`config.mk`:
```
export PLATFORM = sky130hd
export DESIGN_NAME = vga_line_timer
export DESIGN_NICKNAME = d
export VERILOG_FILES = /design/src/rtl/vlt_pkg.sv /design/src/rtl/vlt_pixel_cnt.sv /design/src/rtl/vlt_hdecode.sv /design/src/rtl/vlt_line_cnt.sv /design/src/rtl/vlt_irq_latch.sv /design/src/rtl/vga_line_timer.sv
export SDC_FILE = /design/constraint.sdc
export NUM_CORES = 1
export LEC_CHECK = 0
export ABC_CLOCK_PERIOD_IN_PS = 2400
export BUFFER_PORTS_ARGS = -buffer_cell sky130_fd_sc_hd__buf_2
export CAP_MARGIN = 20
export CORE_MARGIN = 4
export CORE_UTILIZATION = 53
export DETAILED_ROUTE_END_ITERATION = 12
export GPL_TIMING_DRIVEN = 0
export PLACE_DENSITY = 0.83
export REMOVE_ABC_BUFFERS = 1
export SYNTH_ARGS = -nofsm -noshare
export SYNTH_HDL_FRONTEND = slang
export SYNTH_SLANG_ARGS = --single-unit
```
`constraint.sdc`:
```
create_clock -name clk -period 2.4 [get_ports clk]
set_input_delay 0.12 -clock clk [delete_from_list [all_inputs] [get_ports clk]]
set_output_delay 0.12 -clock clk [all_outputs]
set_load 0.01 [all_outputs]
```
`src/rtl/vlt_pkg.sv`:
```
// Shared types for the line timer.
// Assumes: nothing beyond SystemVerilog 2017 packages.
package vlt_pkg;

    // Per-pixel horizontal phase flags decoded from the pixel counter.
    typedef struct packed {
        logic active;   // inside the visible span of the line
        logic sync;     // inside the horizontal sync pulse (active high)
        logic stb;      // processor cycle strobe
    } hphase_t;

endpackage

```
`src/rtl/vlt_pixel_cnt.sv`:
```
// Pixel position counter within one scanline.
// Counts 0..H_TOTAL-1 and wraps; flags the last position of the line.
// Assumes: H_TOTAL >= 2 and fits in CNT_W bits.
module vlt_pixel_cnt #(
    parameter int H_TOTAL = 800,
    parameter int CNT_W   = $clog2(H_TOTAL)
) (
    input  logic             clk,
    input  logic             rst_n,
    output logic [CNT_W-1:0] pos,
    output logic             line_end
);
    localparam logic [CNT_W-1:0] LAST = CNT_W'(H_TOTAL - 1);

    assign line_end = (pos == LAST);

    // Advance the pixel position, wrapping at the end of the line.
    always_ff @(posedge clk) begin
        if (!rst_n)
            pos <= '0;
        else if (line_end)
            pos <= '0;
        else
            pos <= pos + 1'b1;
    end
endmodule

```
`src/rtl/vlt_hdecode.sv`:
```
// Combinational decode of the pixel position into horizontal phase flags.
// Assumes: visible span starts at position 0, followed by front porch,
// sync and back porch; CYC_DIV >= 1.
module vlt_hdecode
    import vlt_pkg::*;
#(
    parameter int H_VISIBLE = 640,
    parameter int H_FRONT   = 16,
    parameter int H_SYNC    = 96,
    parameter int CYC_DIV   = 4,
    parameter int CNT_W     = 10
) (
    input  logic [CNT_W-1:0] pos,
    output hphase_t          phase
);
    localparam int SYNC_BEG = H_VISIBLE + H_FRONT;
    localparam int SYNC_END = SYNC_BEG + H_SYNC;
    localparam bit DIV_POW2 = (CYC_DIV & (CYC_DIV - 1)) == 0;

    logic stb;

    // Pick the strobe decoder that suits the divide ratio.
    generate
        if (CYC_DIV == 1) begin : g_stb_all
            assign stb = 1'b1;
        end else if (DIV_POW2) begin : g_stb_pow2
            localparam int DIV_W = $clog2(CYC_DIV);
            assign stb = (pos[DIV_W-1:0] == '0);
        end else begin : g_stb_mod
            assign stb = ((pos % CNT_W'(CYC_DIV)) == '0);
        end
    endgenerate

    // Compare the position against the span boundaries.
    always_comb begin
        phase.active = (pos < CNT_W'(H_VISIBLE));
        phase.sync   = (pos >= CNT_W'(SYNC_BEG)) && (pos < CNT_W'(SYNC_END));
        phase.stb    = stb;
    end
endmodule

```
`src/rtl/vlt_line_cnt.sv`:
```
// Scanline counter for one frame.
// Steps once per line and wraps after V_TOTAL lines; flags visible lines.
// Assumes: visible lines are numbered from 0; V_VISIBLE <= V_TOTAL.
module vlt_line_cnt #(
    parameter int V_TOTAL   = 525,
    parameter int V_VISIBLE = 480,
    parameter int LINE_W    = $clog2(V_TOTAL)
) (
    input  logic              clk,
    input  logic              rst_n,
    input  logic              advance,
    output logic [LINE_W-1:0] line,
    output logic              visible
);
    localparam logic [LINE_W-1:0] LAST = LINE_W'(V_TOTAL - 1);

    assign visible = (line < LINE_W'(V_VISIBLE));

    // Step the line number at each line end, wrapping at the frame end.
    always_ff @(posedge clk) begin
        if (!rst_n)
            line <= '0;
        else if (advance)
            line <= (line == LAST) ? '0 : line + 1'b1;
    end
endmodule

```
`src/rtl/vlt_irq_latch.sv`:
```
// Pending-request flag for the line-start interrupt.
// A set event wins over an acknowledge arriving on the same edge.
// Assumes: set and ack are synchronous to clk.
module vlt_irq_latch (
    input  logic clk,
    input  logic rst_n,
    input  logic set,
    input  logic ack,
    output logic pending
);
    // Hold the request until acknowledged; a new set re-arms it.
    always_ff @(posedge clk) begin
        if (!rst_n)
            pending <= 1'b0;
        else if (set)
            pending <= 1'b1;
        else if (ack)
            pending <= 1'b0;
    end
endmodule

```
`src/rtl/vga_line_timer.sv`:
```
// Top of the line timer: pixel and line counters, horizontal sync,
// cycle strobe, line-start interrupt and a software-driven vertical sync.
// Assumes: clk is the pixel clock; all inputs are synchronous to it.
module vga_line_timer
    import vlt_pkg::*;
#(
    parameter int H_VISIBLE = 640,
    parameter int H_FRONT   = 16,
    parameter int H_SYNC    = 96,
    parameter int H_BACK    = 48,
    parameter int V_TOTAL   = 525,
    parameter int V_VISIBLE = 480,
    parameter int CYC_DIV   = 4,
    parameter int LINE_W    = $clog2(V_TOTAL)
) (
    input  logic              clk,
    input  logic              rst_n,
    input  logic              irq_ack,
    input  logic              vsync_wr,
    input  logic              vsync_val,
    output logic              hsync_n,
    output logic              vsync_n,
    output logic              cyc_stb,
    output logic              pix_active,
    output logic              irq_req,
    output logic [LINE_W-1:0] line_num,
    output logic              line_vis
);
    localparam int H_TOTAL = H_VISIBLE + H_FRONT + H_SYNC + H_BACK;
    localparam int CNT_W   = $clog2(H_TOTAL);

    logic [CNT_W-1:0] pos;
    logic             line_end;
    hphase_t          phase;

    vlt_pixel_cnt #(.H_TOTAL(H_TOTAL), .CNT_W(CNT_W)) u_pix (
        .clk      (clk),
        .rst_n    (rst_n),
        .pos      (pos),
        .line_end (line_end)
    );

    vlt_hdecode #(
        .H_VISIBLE (H_VISIBLE),
        .H_FRONT   (H_FRONT),
        .H_SYNC    (H_SYNC),
        .CYC_DIV   (CYC_DIV),
        .CNT_W     (CNT_W)
    ) u_dec (
        .pos   (pos),
        .phase (phase)
    );

    vlt_line_cnt #(.V_TOTAL(V_TOTAL), .V_VISIBLE(V_VISIBLE), .LINE_W(LINE_W)) u_line (
        .clk     (clk),
        .rst_n   (rst_n),
        .advance (line_end),
        .line    (line_num),
        .visible (line_vis)
    );

    vlt_irq_latch u_irq (
        .clk     (clk),
        .rst_n   (rst_n),
        .set     (line_end),
        .ack     (irq_ack),
        .pending (irq_req)
    );

    assign hsync_n    = ~phase.sync;
    assign pix_active = phase.active;
    assign cyc_stb    = phase.stb;

    // Hold the software-written vertical sync level.
    always_ff @(posedge clk) begin
        if (!rst_n)
            vsync_n <= 1'b1;
        else if (vsync_wr)
            vsync_n <= ~vsync_val;
    end
endmodule

```
==> impl_metrics.csv <==
group,metric,value,unit
drt,routedWlPerCell,12.4,um
drt,drt_iter0_drc,11,
timing,rsz0062_at_grt,"false",
critical_path,critical_path_required,2640,ps
drt,highest_layer,"met4",
timing,fin_hold_ws,40.4,ps
synthesis,yosys_warnings,0,
global_routing,grt_max_degree,14,
global_routing,grt_pass1_wl,3590,um
clock_tree,cts_tree,"yes",
floorplanning,die_y,52.7,um
global_routing,antenna_found_initial,0,
clock_tree,clkTransAtPathRegs,120,ps
power_and_ir_drop,p_leak,0.460,nW
drt,wl_met2,1010,um
floorplanning,die_area,2780,um2
timing,tightest_slew,483,ps
clock_tree,cts_setup_buffers,0,
clock_tree,insertion_delay,310,ps
critical_path,r2r_slack,230,ps
layout,nets,156,
timing,finalSetupTns,0,ps
critical_path,r2r_end,"u_line.line[9]$_SDFFE_PN0N_",
drt,drtPass1Iterations,4,
layout,insertedDiodeCount,0,
drt,final_antenna_net_count,0,
critical_path,end_kind,"flip-flop",
timing,min_period_over_period,90.6,%
synthesis,syn_area_per_cell,8.34,um2
worst_hold_path,hp-class,"primary input to flip-flop",
layout,drive_above_1_share,17.8,%
worst_hold_path,min_from,"vsync_wr",
floorplanning,core_area,1800,um2
power_and_ir_drop,peakVddDrop,0.000503,V
clock_tree,clockRootBuffer,"clkbuf_4",
synthesis,synthArstFlopShare,0,%
place,gp_congestion,0.851,
synthesis,synthFlopType,"dfxtp_1",
clock_tree,htree_levels,1,
layout,syn_to_final_growth,15.5,%
place,dpl_cell_area,1170,um2
timing,fin_ws,227,ps
clock_tree,cts_hold_buf,0,
synthesis,synth-seq-area-share,41.6,%
synthesis,synthCells,127,
timing,max_freq,460,MHz
critical_path,cp_max_fo,7,
clock_tree,cts_buffer_depth,2,
place,port_buffers,20,
drt,drc,0,
status,status,"finished, final reports clean",
drt,wl,2120,um
timing,min_period,2170,ps
critical_path,crit_type,"flip-flop to flip-flop",
drt,vias_per_cell,5.51,
synthesis,synth_cell_types,28,
timing,slew_headroom,67.6,%
place,dp_slack,271,ps
place,dp_hpwl,1530,um
critical_path,crit_buf_inv,0,
layout,fin_area,1220,um2
floorplanning,die_x,52.7,um
timing,final_max_slew_viol_count,0,
clock_tree,numCtsBuffers,3,
global_routing,overflow,0,
power_and_ir_drop,p_total,0.000679,W
global_routing,track_usage,17.6,%
critical_path,reg2reg_depth,4,
synthesis,synthTopCellsByArea,"dfxtp_1 42%, xnor2_1 5.8%, ha_1 4.7%",
timing,final-setup-viol-count,0,
critical_path,cp_slowest_cell,"or4b_1",
drt,wl_met1,969,um
synthesis,synth_area,1060,um2
critical_path,path_cells,"or4b_1 > or4_4 > or3_1 > a21oi_1",
critical_path,cp_slowest_stage_delay,670,ps
critical_path,critical_path.top_delay_family,"simple AND/OR/NAND/NOR gates",
critical_path,timing.rr.start,"u_pix.pos[6]$_SDFF_PP0_",
clock_tree,cts_resized,0,
critical_path,start_kind,"flip-flop",
floorplanning,io_pins,21,
clock_tree,clkSinkCount,22,
power_and_ir_drop,p_per_area,555,nW/um2
drt,dr_total_vias,943,
floorplanning,rows,15,
floorplanning,start_util,58.8,%
timing,finalHoldViolations,0,
synthesis,synth_top_cell_by_area,"dfxtp_1",
global_routing,grt_pass1_vias,849,
run,drv_cap,0,
drt,wl_met3,90,um
worst_hold_path,hold_path_end,"vsync_n$_SDFFE_PN1P_",
critical_path,critPathArrivalTime,2420,ps
synthesis,ys_ff_latch,22,
synthesis,synth_edf_count,0,
synthesis,yosysMostFrequentCell,"dfxtp_1",
synthesis,synth_top_area_share,41.6,%
timing,fin_worst_skew,5.01,ps
synthesis,synthTopCellsByCount,"22 x dfxtp_1, 12 x nand2_1, 12 x nor2_1",
worst_hold_path,min_path_cells,3,
layout,fillers,153,
-- sequential cells by signal, summed over array words and instances, names as in the netlist --
signal,count
u_pix.pos,10
vsync_n,1
u_irq.pending,1
u_line.line,10
-- final cells by class --
class                      count  area [um2]  area share, %
clock buffer                   3        22.5           1.84
clock inverter                 1        30.0           2.45
timing repair buffer          20         100           8.18
multi-input combinational     94         577           47.1
sequential                    22         440           36.0
tap                           25        31.3           2.56
inverter                       6        22.5           1.84
-- placed cells by master (no fill, tap or decap), types with 2 or more instances in the layout --
cell type	count
nand2_1	12
nor4_1	5
nor3_1	2
nand4_1	6
nand2b_1	3
inv_1	6
o21ai_0	8
xor2_1	5
dfxtp_1	22
buf_2	20
a21oi_1	3
nand3_1	8
clkbuf_4	3
or3_1	5
nor2_1	12
xnor2_1	7
ha_1	4
a21boi_0	2
and3_1	2
and2_1	2
-- how the worst max path moves through the flow --
| stage | slack, ps | end | cells past startpoint | start |
|---|---|---|---|---|
| global route | 90 | u_line.line[5]$_SDFFE_PN0N_ | 5 | u_pix.pos[0]$_SDFF_PP0_ |
| floorplan | 410 | u_line.line[7]$_SDFFE_PN0N_ | 4 | u_pix.pos[6]$_SDFF_PP0_ |
| global placement | 300 | u_line.line[3]$_SDFFE_PN0N_ | 4 | u_pix.pos[6]$_SDFF_PP0_ |
| CTS | 250 | u_line.line[9]$_SDFFE_PN0N_ | 4 | u_pix.pos[6]$_SDFF_PP0_ |
| detailed placement | 270 | u_line.line[9]$_SDFFE_PN0N_ | 4 | u_pix.pos[6]$_SDFF_PP0_ |
| finish | 230 | u_line.line[9]$_SDFFE_PN0N_ | 4 | u_pix.pos[6]$_SDFF_PP0_ |
-- routing by layer --
layer / GRT usage [%] / up-vias
met4: 9.36 / 0
met1: 21.2 / 428
met2: 29.5 / 25
met3: 2.85 / 6
met5: 0 / -
li1: - / 484
-- kinds of logic after synthesis --
| logic type | count (synthesis) | synth area share, % |
|---|---|---|
| buf+inv | 11 | 4.01 |
| mux | 1 | 0.945 |
| simple gates | 63 | 31.8 |
| xor+xnor | 12 | 9.92 |
| compound gates | 14 | 7.08 |
| flops | 22 | 41.6 |
| fa+ha+maj | 4 | 4.72 |
-- power breakdown --
part / switching, W / total (W) / internal [W]
Clock: 0.000111 / 0.000280 / 0.000169
Combinational: 0.0000135 / 0.0000240 / 0.0000105
Sequential: 0.00000490 / 0.000375 / 0.000370
-- worst register-to-register path, stage by stage (launching register included) --
cell and delay, ps:
dfxtp_1 370, or4b_1 670, or4_4 600, or3_1 330, a21oi_1 160
-- per-stage QoR --
stage | instances | utilization [%]
after detailed placement | 167 | 65.0
after global placement | 167 | 65.0
after CTS | 171 | 67.9
after floorplan | 122 | -
after global routing | 171 | 67.9
final | 171 | 67.9
Note: power is estimated with default switching activity, not from simulation.
